$ cat config.mk
export PLATFORM = sky130hd
export DESIGN_NAME = gpio_five_pin_port
export DESIGN_NICKNAME = d
export VERILOG_FILES = /design/src/rtl/gpio_port_pkg.sv /design/src/rtl/gpio_port_ctrl.sv /design/src/rtl/gpio_port_datapath.sv /design/src/rtl/gpio_five_pin_port.sv
export SDC_FILE = /design/constraint.sdc
export NUM_CORES = 1
export LEC_CHECK = 0
export ABC_CLOCK_PERIOD_IN_PS = 1000
export CORE_MARGIN = 2
export CORE_UTILIZATION = 55
export DETAILED_ROUTE_END_ITERATION = 8
export DONT_BUFFER_PORTS = 1
export HOLD_SLACK_MARGIN = 0.15
export PLACE_DENSITY = 0.72
export SYNTH_ARGS = -nofsm -noshare
export SYNTH_HDL_FRONTEND = slang
export SYNTH_SLANG_ARGS = --single-unit
$ cat constraint.sdc
create_clock -name clk -period 1 [get_ports clk]
set_clock_uncertainty 0.1 [all_clocks]
set_input_delay 0.1 -clock clk [delete_from_list [all_inputs] [get_ports clk]]
set_output_delay 0.1 -clock clk [all_outputs]
set_load 0.02 [all_outputs]
$ cat src/rtl/gpio_port_pkg.sv
package gpio_port_pkg;
  typedef enum logic [1:0] {
    ADDR_DATA = 2'd0,
    ADDR_DIR  = 2'd1,
    ADDR_LAT  = 2'd2,
    ADDR_NONE = 2'd3
  } regAddrE;

  typedef struct packed {
    logic    wrData;
    logic    wrDir;
    logic    wrLat;
    regAddrE rdSel;
  } ctrlStrobeT;
endpackage

$ cat src/rtl/gpio_port_ctrl.sv
module gpio_port_ctrl
  import gpio_port_pkg::*;
(
  input  logic [1:0] busAddr,
  input  logic       busWrEn,
  output ctrlStrobeT strobe
);
  regAddrE addrSel;

  always_comb begin
    addrSel       = regAddrE'(busAddr);
    strobe.wrData = busWrEn && (addrSel == ADDR_DATA);
    strobe.wrDir  = busWrEn && (addrSel == ADDR_DIR);
    strobe.wrLat  = busWrEn && (addrSel == ADDR_LAT);
    strobe.rdSel  = addrSel;
  end
endmodule

$ cat src/rtl/gpio_port_datapath.sv
module gpio_port_datapath
  import gpio_port_pkg::*;
#(
  parameter int PIN_COUNT = 5,
  parameter int REG_WIDTH = 8,
  parameter int OD_PIN    = 1
) (
  input  logic                 clk,
  input  logic                 rstN,
  input  ctrlStrobeT           strobe,
  input  logic [REG_WIDTH-1:0] busWrData,
  output logic [REG_WIDTH-1:0] busRdData,
  input  logic [PIN_COUNT-1:0] padIn,
  output logic [PIN_COUNT-1:0] padOut,
  output logic [PIN_COUNT-1:0] padOe,
  input  logic [PIN_COUNT-1:0] ovrEn,
  input  logic [PIN_COUNT-1:0] ovrDir,
  input  logic [PIN_COUNT-1:0] ovrOut,
  input  logic                 serialOwnsPin1,
  output logic [REG_WIDTH-PIN_COUNT-1:0] pullUpEnN,
  output logic [REG_WIDTH-PIN_COUNT-1:0] periphOdEn,
  output logic [REG_WIDTH-PIN_COUNT-2:0] serialOdEn
);
  localparam int EXTRA    = REG_WIDTH - PIN_COUNT;
  localparam int SER_OD_W = EXTRA - 1;

  logic [PIN_COUNT-1:0] pinLat;
  logic [EXTRA-1:0]     pullBits;
  logic [REG_WIDTH-1:0] dirReg;
  logic [SER_OD_W-1:0]  serOd;
  logic [PIN_COUNT-1:0] syncA, syncB;

  always_ff @(posedge clk) begin
    if (!rstN) begin
      pinLat   <= '0;
      pullBits <= '1;
      dirReg   <= {{EXTRA{1'b0}}, {PIN_COUNT{1'b1}}};
      serOd    <= '0;
      syncA    <= '0;
      syncB    <= '0;
    end else begin
      syncA <= padIn;
      syncB <= syncA;
      if (strobe.wrData) begin
        pinLat   <= busWrData[PIN_COUNT-1:0];
        pullBits <= busWrData[REG_WIDTH-1:PIN_COUNT];
      end else if (strobe.wrLat) begin
        pinLat <= busWrData[PIN_COUNT-1:0];
      end
      if (strobe.wrLat) serOd <= busWrData[REG_WIDTH-1:PIN_COUNT+1];
      if (strobe.wrDir) dirReg <= busWrData;
    end
  end

  assign pullUpEnN  = pullBits;
  assign periphOdEn = dirReg[REG_WIDTH-1:PIN_COUNT];
  assign serialOdEn = serOd;

  always_comb begin
    unique case (strobe.rdSel)
      ADDR_DATA: busRdData = {pullBits, syncB};
      ADDR_DIR:  busRdData = dirReg;
      ADDR_LAT:  busRdData = {serOd, 1'b0, pinLat};
      default:   busRdData = '0;
    endcase
  end

  // Per-pin output path: override first, then registers, then open-drain shaping.
  for (genvar i = 0; i < PIN_COUNT; i++) begin : gPin
    logic effDir, effOut, odMode;
    assign effDir = ovrEn[i] ? ovrDir[i] : dirReg[i];
    assign effOut = ovrEn[i] ? ovrOut[i] : pinLat[i];
    if (i == OD_PIN) begin : gOd
      assign odMode = serialOwnsPin1 & serOd[SER_OD_W-1];
    end else begin : gPlain
      assign odMode = 1'b0;
    end
    assign padOe[i]  = odMode ? (~effDir & ~effOut) : ~effDir;
    assign padOut[i] = odMode ? 1'b0 : effOut;
  end
endmodule

$ cat src/rtl/gpio_five_pin_port.sv
module gpio_five_pin_port
  import gpio_port_pkg::*;
#(
  parameter int PIN_COUNT = 5,
  parameter int REG_WIDTH = 8,
  parameter int OD_PIN    = 1
) (
  input  logic                 clk,
  input  logic                 rstN,
  input  logic [1:0]           busAddr,
  input  logic                 busWrEn,
  input  logic [REG_WIDTH-1:0] busWrData,
  output logic [REG_WIDTH-1:0] busRdData,
  input  logic [PIN_COUNT-1:0] padIn,
  output logic [PIN_COUNT-1:0] padOut,
  output logic [PIN_COUNT-1:0] padOe,
  input  logic [PIN_COUNT-1:0] ovrEn,
  input  logic [PIN_COUNT-1:0] ovrDir,
  input  logic [PIN_COUNT-1:0] ovrOut,
  input  logic                 serialOwnsPin1,
  output logic [REG_WIDTH-PIN_COUNT-1:0] pullUpEnN,
  output logic [REG_WIDTH-PIN_COUNT-1:0] periphOdEn,
  output logic [REG_WIDTH-PIN_COUNT-2:0] serialOdEn
);
  ctrlStrobeT strobe;

  gpio_port_ctrl uCtrl (
    .busAddr(busAddr),
    .busWrEn(busWrEn),
    .strobe (strobe)
  );

  gpio_port_datapath #(
    .PIN_COUNT(PIN_COUNT),
    .REG_WIDTH(REG_WIDTH),
    .OD_PIN   (OD_PIN)
  ) uPath (
    .clk           (clk),
    .rstN          (rstN),
    .strobe        (strobe),
    .busWrData     (busWrData),
    .busRdData     (busRdData),
    .padIn         (padIn),
    .padOut        (padOut),
    .padOe         (padOe),
    .ovrEn         (ovrEn),
    .ovrDir        (ovrDir),
    .ovrOut        (ovrOut),
    .serialOwnsPin1(serialOwnsPin1),
    .pullUpEnN     (pullUpEnN),
    .periphOdEn    (periphOdEn),
    .serialOdEn    (serialOdEn)
  );
endmodule

# Word level (Yosys, flattened, before mapping)
# Cells that the tools add are included.
dict set report word_totals {
  regBits 28
  in_bits 34
  out_inout_bits 26
  word_cells 36
}
dict set report classes {
  eq_ne 2
  mux 15
  bitwise 8
  n_reduce_logical 5
}
# op n
set op_table {}
lappend op_table {{$pmux W8 S3} 1}
lappend op_table {{$mux W1} 12}
lappend op_table {{$mux W5} 2}
lappend op_table {{$not A1 Y1} 6}
lappend op_table {{$logic_and A1 B1 Y1} 3}
lappend op_table {{$and A1 B1 Y1} 2}
lappend op_table {{$eq A2 B1 Y1 const B} 1}
lappend op_table {{$eq A2 B2 Y1 const B} 1}
lappend op_table {{$logic_not A2 Y1} 1}
lappend op_table {{$reduce_bool A2 Y1} 1}

# Longest topological paths before layout
# Gate-level depths: netlist of run 1.
dict set report logic_depth {
  word_depth 4
  mapped_depth 5
  ltp_nobuf 3
}

# Cells and area by module
# From an unflattened synthesis of run 1, not the netlist that was laid out.
dict set report unflattened {
  cells_unflattened 130
  hier_area_um2 1327.5
}
# mod instances cells_each area_per_inst_um2 seq_area_each_um2
set modules_own_cells {}
lappend modules_own_cells {gpio_port_datapath 1 125 1282.5 560.5}
lappend modules_own_cells {gpio_port_ctrl 1 5 45.0 0.0}

# Worst setup path before layout of run 1
# No wires, ideal clock.
dict set report synth_timing {
  path_kind {register -> output}
  startpoint {reg uPath.pullBits[1], in the netlist uPath.pullUpEnN[1]}
  endpoint {out busRdData[6]}
  arrival_ns 0.870
  required_time_ns 0.800
  setup_slack_ns -0.070
  stages_incl_launch_ff 3
  path_buffers 0
  cell_sequence {dfxtp_1 mux2i_1 o21ai_1}
}
dict set report synth_via {
  elab_chain_len 1
}
# element line
set synth_rtl {}
lappend synth_rtl {{from (decl)} gpio_port_datapath.sv:28} ;# logic [EXTRA-1:0] pullBits;
lappend synth_rtl {{from (signal assigned)} gpio_port_datapath.sv:46} ;# pullBits <= busWrData[REG_WIDTH-1:PIN_COUNT];
lappend synth_rtl {{$pmux W8 S3} gpio_port_datapath.sv:60} ;# unique case (strobe.rdSel)
lappend synth_rtl {{to (decl)} gpio_five_pin_port.sv:13} ;# output logic [REG_WIDTH-1:0] busRdData,
# No other way between the ends.

# Worst setup path in the final report of run 1
dict set report layout_timing {
  startpoint {reg uPath.pinLat[1]}
  endpoint {out padOe[1]}
}
dict set report layout_via {
  elab_chain_len 4
}
# element line
set layout_rtl {}
lappend layout_rtl {{from (decl)} gpio_port_datapath.sv:27} ;# logic [PIN_COUNT-1:0] pinLat;
lappend layout_rtl {{from (signal assigned)} gpio_port_datapath.sv:45} ;# pinLat <= busWrData[PIN_COUNT-1:0];
lappend layout_rtl {{from (signal assigned)} gpio_port_datapath.sv:48} ;# pinLat <= busWrData[PIN_COUNT-1:0];
lappend layout_rtl {{$mux W1} gpio_port_datapath.sv:72} ;# assign effOut = ovrEn[i] ? ovrOut[i] : pinLat[i];
lappend layout_rtl {{$not A1 Y1} gpio_port_datapath.sv:78} ;# assign padOe[i] = odMode ? (~effDir & ~effOut) : ~effDir;
lappend layout_rtl {{$and A1 B1 Y1} gpio_port_datapath.sv:78}
lappend layout_rtl {{$mux W1} gpio_port_datapath.sv:78}
lappend layout_rtl {{to (decl)} gpio_five_pin_port.sv:16} ;# output logic [PIN_COUNT-1:0] padOe,
# No other way between the ends.

==> results of run 1 <==
## worst max-delay path, delay by kind of cell (launching register included)
family / cells / cell delay (ps)
AOI/OAI and AO/OA: 2 / 450
DFF: 1 / 360
## cell type report
type | instances | share of cell area
clock buffers | 3 | 0.0127
clock inverters | 1 | 0.0169
multi-input cells | 90 | 0.383
flip-flops and latches | 28 | 0.331
well taps | 28 | 0.0197
repair buffers | 45 | 0.237
## state kept, by name, indices dropped and copies added, names as in the netlist
name,flops
uPath.syncA,5
uPath.syncB,5
uPath.pinLat,5
uPath.dirReg,8
uPath.serialOdEn,2
uPath.pullUpEnN,3
## final timing paths
path	from	endpoint	slack [ps]	cells past startpoint
max	uPath.pinLat[1]$_SDFFE_PN0P_	padOe[1]	-330	2
max reg2reg	uPath.pullUpEnN[2]$_SDFFE_PN1P_	uPath.pullUpEnN[2]$_SDFFE_PN1P_	30	4
min reg2reg	uPath.syncA[1]$_SDFF_PN0_	uPath.syncB[1]$_SDFF_PN0_	350	1
min	busAddr[1]	uPath.pullUpEnN[2]$_SDFFE_PN1P_	-100	3
## logic make-up after synthesis
family / after synthesis
mux: 32
flops: 28
buf+inv: 15
simple gates: 44
compound gates: 14
## cells in the final DEF (no fill, tap or decap)
cell and count:
a21o_1 1, nor2_2 1, nor3b_4 1, clkbuf_2 1
nand3b_4 1, nand3_1 3, a311oi_2 1, buf_6 13
dlymetal6s4s_1 1, nand2_1 21, dfxtp_4 2, a21oi_1 1
nor2b_1 6, mux2i_1 27, o21ai_2 2, a31oi_1 1
dfxtp_1 10, buf_4 16, bufinv_16 1, mux2i_2 1
dlygate4sd3_1 13, dfxtp_2 16, o21ai_1 8, clkbuf_4 4
mux2_4 4, and2b_1 1, and2_1 10
## metrics by stage
stage / setup TNS (ps) / std cells / instance area (sq um)
5_1_grt: -5950 / 195 / 1780
3_3_place_gp: 0 / 166 / 1400
2_1_floorplan: 0 / 133 / 1330
3_5_place_dp: -14.0 / 166 / 1400
6_report: -4580 / 195 / 1780
4_1_cts: -10090 / 188 / 1710
## what timing repair did
action / in CTS / in global routing
hold endpoints to repair: 29 / 12
pin swaps: 2 / 4
endpoints found under the setup margin: 26 / 49
resized for setup: 36 / 10
setup buffers: 3 / 7
gates cloned: 0 / 0
## report_power, final
group	switching [mW]	internal [mW]
combinational	0.212	0.233
clock	0.334	0.405
sequential	0.0290	1.16
## routing by layer
metal | GRT usage | vias to the layer above
met4 | 0.0769 | 0
met1 | 0.236 | 494
met2 | 0.442 | 41
li1 | - | 512
met5 | 0 | -
met3 | 0.0508 | 4
==> results.yml, run 1 <==
detailed_routing:
  initialDrtViolationCount: 2
  dr_wl_met3_um: 203
  met1_length_mm: 1.23
  wl_per_cell_um: 16.0
  ant_nets: 0
  vias: 1051
  highest_layer: "met4"
  drc: 0
  route.met2.wl_mm: 1.67
  wl_mm: 3.13
  firstDrtPassIters: 4
  via_per_inst: 5.39
clock_tree:
  htree_levels: 1
  ctsHoldBuffers: 15
  clock_path_buffers: 2
  clock_sinks: 28
  cts_tree: "yes"
  cts_root_buf: "clkbuf_4"
  cts_made_buffers: 3
  worstSkewPairLatency_ps: 330
  clkSlewWorstSetupHoldPaths_ps: 150
synth:
  synthAdderAreaFrac: 0
  synth_edf_count: 0
  syn_avg_cell_area_sq_um: 9.88
  synthCells: 133
  yosys.area_share.xor_xnor: 0
  yosysWarnings: 0
  ys_types: 20
  synth_fp_nets: 167
  synth_area_sq_um: 1310
  synthTopCellsByArea: "dfxtp_1 (43%), mux2i_1 (21%), nand2_1 (6.0%)"
  async_flop_share: 0
  synth-simple-area-share: 0.186
  yosys-top-cells-count: "dfxtp_1 (28), mux2i_1 (28), nand2_1 (21), and2_1 (10), o21ai_1 (10)"
  synth_compound_area_frac: 0.0590
  ys_seq_area_frac: 0.427
  synth_top_cell_by_area: "dfxtp_1"
  synth.area.mux_share: 0.248
  synth-seq-cells: 28
  synth-main-ff-cell: "dfxtp_1"
  synth_top_area_share: 0.427
  synth_top_family_by_area: "multiplexers"
placed_design:
  portBuffers: 0
  post-place-ws_ps: -14.0
  dp_hpwl_mm: 2.02
  place.gp.congestion: 0.735
worst_setup_path:
  cp_slowest_stage_delay_ps: 360
  cp.required_ps: 800
  start_kind: "flip-flop"
  crit_slowest_cell: "dfxtp_2"
  cp.arrival_ps: 1130
  cp-end-kind: "primary output"
  worstPathCellList: "a311oi_2 -> a21o_1"
  critical_path.max_fanout: 3
  path_class: "flip-flop to primary output"
floorplanning:
  core_sq_um: 2230
  start_util: 0.588
  fp.dieH_um: 52.9
  pin_count: 60
  rows: 17
  die_area_sq_um: 2800
  die_x_um: 52.9
finish:
  seqCellArea_sq_um: 588
  nFillCells: 155
  fin_nets: 202
  drive_above_1_share: 0.383
  multi_input_area_sq_um: 682
  syn_to_final_growth_pct: 35.4
  antenna_cells: 0
  finish.utilization: 0.797
sta:
  drv_slew: 0
  setup_slack_ps: -329
  fmax_mhz: 752
  tightest_slew_ps: 467
  rsz0062_at_grt: "yes"
  setup_violations: 25
  final_hold_viol_count: 7
  hold_ws_ps: -103
  finalCritPeriodShare: 1.33
  min_period_ps: 1330
  slew-limit-headroom: 0.689
global_route:
  globalRoute.totalOverflow: 0
  antenna_found_initial: 0
  grt_pass1_vias: 1018
  grt_pass1_wl_mm: 4.49
  grt_max_degree: 27
  grtUsageTotal: 0.228
power_and_ir_drop:
  power_density_nw_per_um2: 1340
  vdd_drop_max_v: 0.000989
  power_mw: 2.38
  static-leakage-power_nw: 0.824
worst_hold_path:
  min_path_type: "input port to flip-flop"
status:
  status: "finished with violations"
  violations: "hold timing, setup timing"
flow_run:
  max-cap-violations: 0
No activity file was read; power rests on OpenSTA's default activity.
==> run 2, diff against run 1 <==
--- a/config.mk
+++ b/config.mk
@@ -12,6 +12,7 @@
 export DONT_BUFFER_PORTS = 1
 export HOLD_SLACK_MARGIN = 0.15
 export PLACE_DENSITY = 0.72
+export SETUP_SLACK_MARGIN = 0.2
 export SYNTH_ARGS = -nofsm -noshare
 export SYNTH_HDL_FRONTEND = slang
 export SYNTH_SLANG_ARGS = --single-unit
==> run 2 against run 1 <==
The run still ends with hold timing, setup timing left. Fmax decreased by 0.58%. Sequential power about the same. Global-route usage decreased by 2.2 points. Clock power decreased by 29%. Worst setup slack got worse by 7.7 ps. Via count decreased by 8.4%. Clock-buffer cell count increased by 1. Non-clock buffer count decreased by 23. Combinational power decreased by 16%. Critical endpoint unchanged. Highest routed layer is now met3.
==> results.yml, run 2 (synthesis results as in run 1) <==
clock_tree:
  clkSlewWorstSetupHoldPaths_ps: 140
  worstSkewPairLatency_ps: 310
  cts_root_buf: "clkbuf_4"
  ctsHoldBuffers: 6
  clock_path_buffers: 2
  htree_levels: 1
  cts_made_buffers: 3
  cts_tree: "yes"
  clock_sinks: 28
finish:
  instances_no_fill: 172
  seqCellArea_sq_um: 598
  drive_above_1_share: 0.438
  final_common_cell: "mux2i_1"
  largest_register_ffs: 8
  syn_to_final_growth_pct: 27.7
  largest-register: "uPath.dirReg"
  fin_nets: 179
  antenna_cells: 0
  final_cell_mix: "mux2i_1 (22), nand2_1 (21), dfxtp_2 (12), buf_6 (11)"
  nFillCells: 157
  finish.utilization: 0.751
  multi_input_area_sq_um: 787
detailed_routing:
  drc: 0
  firstDrtPassIters: 4
  wl_per_cell_um: 16.0
  ant_nets: 0
  vias: 963
  wl_mm: 2.75
  initialDrtViolationCount: 9
  via_per_inst: 5.60
floorplanning:
  pin_count: 60
  fp.dieH_um: 52.9
  die_x_um: 52.9
  die_area_sq_um: 2800
  core_sq_um: 2230
  start_util: 0.588
  rows: 17
placed_design:
  place.gp.congestion: 0.641
  dp_hpwl_mm: 1.84
  dp.cells: 157
  post-place-ws_ps: -3.74
  portBuffers: 0
worst_setup_path:
  start_kind: "flip-flop"
  cp.required_ps: 800
  path_class: "flip-flop to primary output"
  cp-end-kind: "primary output"
  reg2regPathDepth: 4
  critical_path.max_fanout: 6
  cp.arrival_ps: 1140
sta:
  tightest_slew_ps: 283
  finalCritPeriodShare: 1.34
  min_period_ps: 1340
  fmax_mhz: 748
  drv_slew: 0
  final_hold_viol_count: 23
  setup_slack_ps: -337
  slew-limit-headroom: 0.811
  rsz0062_at_grt: "yes"
  fin_setup_tns_ps: -3820
  hold_ws_ps: -266
  setup_violations: 24
global_route:
  antenna_found_initial: 0
  grt_pass1_vias: 919
  grt_max_degree: 32
  grt_pass1_wl_mm: 4.14
  grtUsageTotal: 0.206
  globalRoute.totalOverflow: 0
power_and_ir_drop:
  power_density_nw_per_um2: 1250
  static-leakage-power_nw: 0.711
  vdd_drop_max_v: 0.00115
status:
  violations: "hold timing, setup timing"
  status: "finished with violations"
flow_run:
  max-cap-violations: 0
worst_hold_path:
  worstHoldPathCells: 1
  min_path_type: "input port to flip-flop"
[run 2: cell count changes in the layout (fill, tap and decap cells not counted), sizes merged]
| cell | delta |
|---|---|
| buf | -13 |
| dlygate4sd3 | -7 |
| bufinv | -1 |
| clkbuf | -1 |
| dlymetal6s4s | -1 |
[run 2: repair_timing]
action,4_1_cts,5_1_grt
hold endpoints to repair,28,24
pin swaps,9,13
cloned,0,0
setup buffers,1,4
gates resized for setup,26,12
endpoints found under the setup margin,31,33
[run 2: path summary, 6_finish.rpt]
path	to	slack [ps]	start
worst max-delay path	padOe[1]	-340	uPath.serialOdEn[1]$_SDFFE_PN0P_
worst min-delay path	uPath.pullUpEnN[1]$_SDFFE_PN1P_	-270	rstN
worst max register to register	uPath.pinLat[1]$_SDFFE_PN0P_	20	uPath.pinLat[1]$_SDFFE_PN0P_
worst min register to register	uPath.syncB[3]$_SDFF_PN0_	350	uPath.syncA[3]$_SDFF_PN0_
[run 2: layer usage]
layer / routed length (um) / GRT usage / up-vias
met5: 0 / 0 / -
met4: 0 / 0.0513 / 0
met3: 222 / 0.0565 / 0
met2: 1350 / 0.367 / 38
met1: 1170 / 0.242 / 459
li1: - / - / 466
[run 2: report_power, final]
| group | switching, mW | internal [mW] | total [mW] |
|---|---|---|---|
| Clock | 0.303 | 0.222 | 0.525 |
| Combinational | 0.178 | 0.196 | 0.375 |
| Sequential | 0.0334 | 1.16 | 1.19 |
| Total | 0.514 | 1.57 | 2.09 |
[run 2: critical path, cell delays in order (launching register included)]
cell,delay [ps]
dfxtp_4,390
a311oi_2,210
a21o_1,220
[run 2: through the flow]
stage	area, sq um	power (mW)
floorplan	1440	1.55
global placement	1410	1.52
detailed placement	1410	1.52
CTS	1600	2.10
finish	1680	2.09
global route	1680	2.19
[run 2: final cells by class]
cell class,count,share of cell area
Clock buffer,4,0.0216
Multi-Input combinational cell,90,0.469
Sequential cell,28,0.356
Tap cell,28,0.0209
Timing Repair Buffer,22,0.132
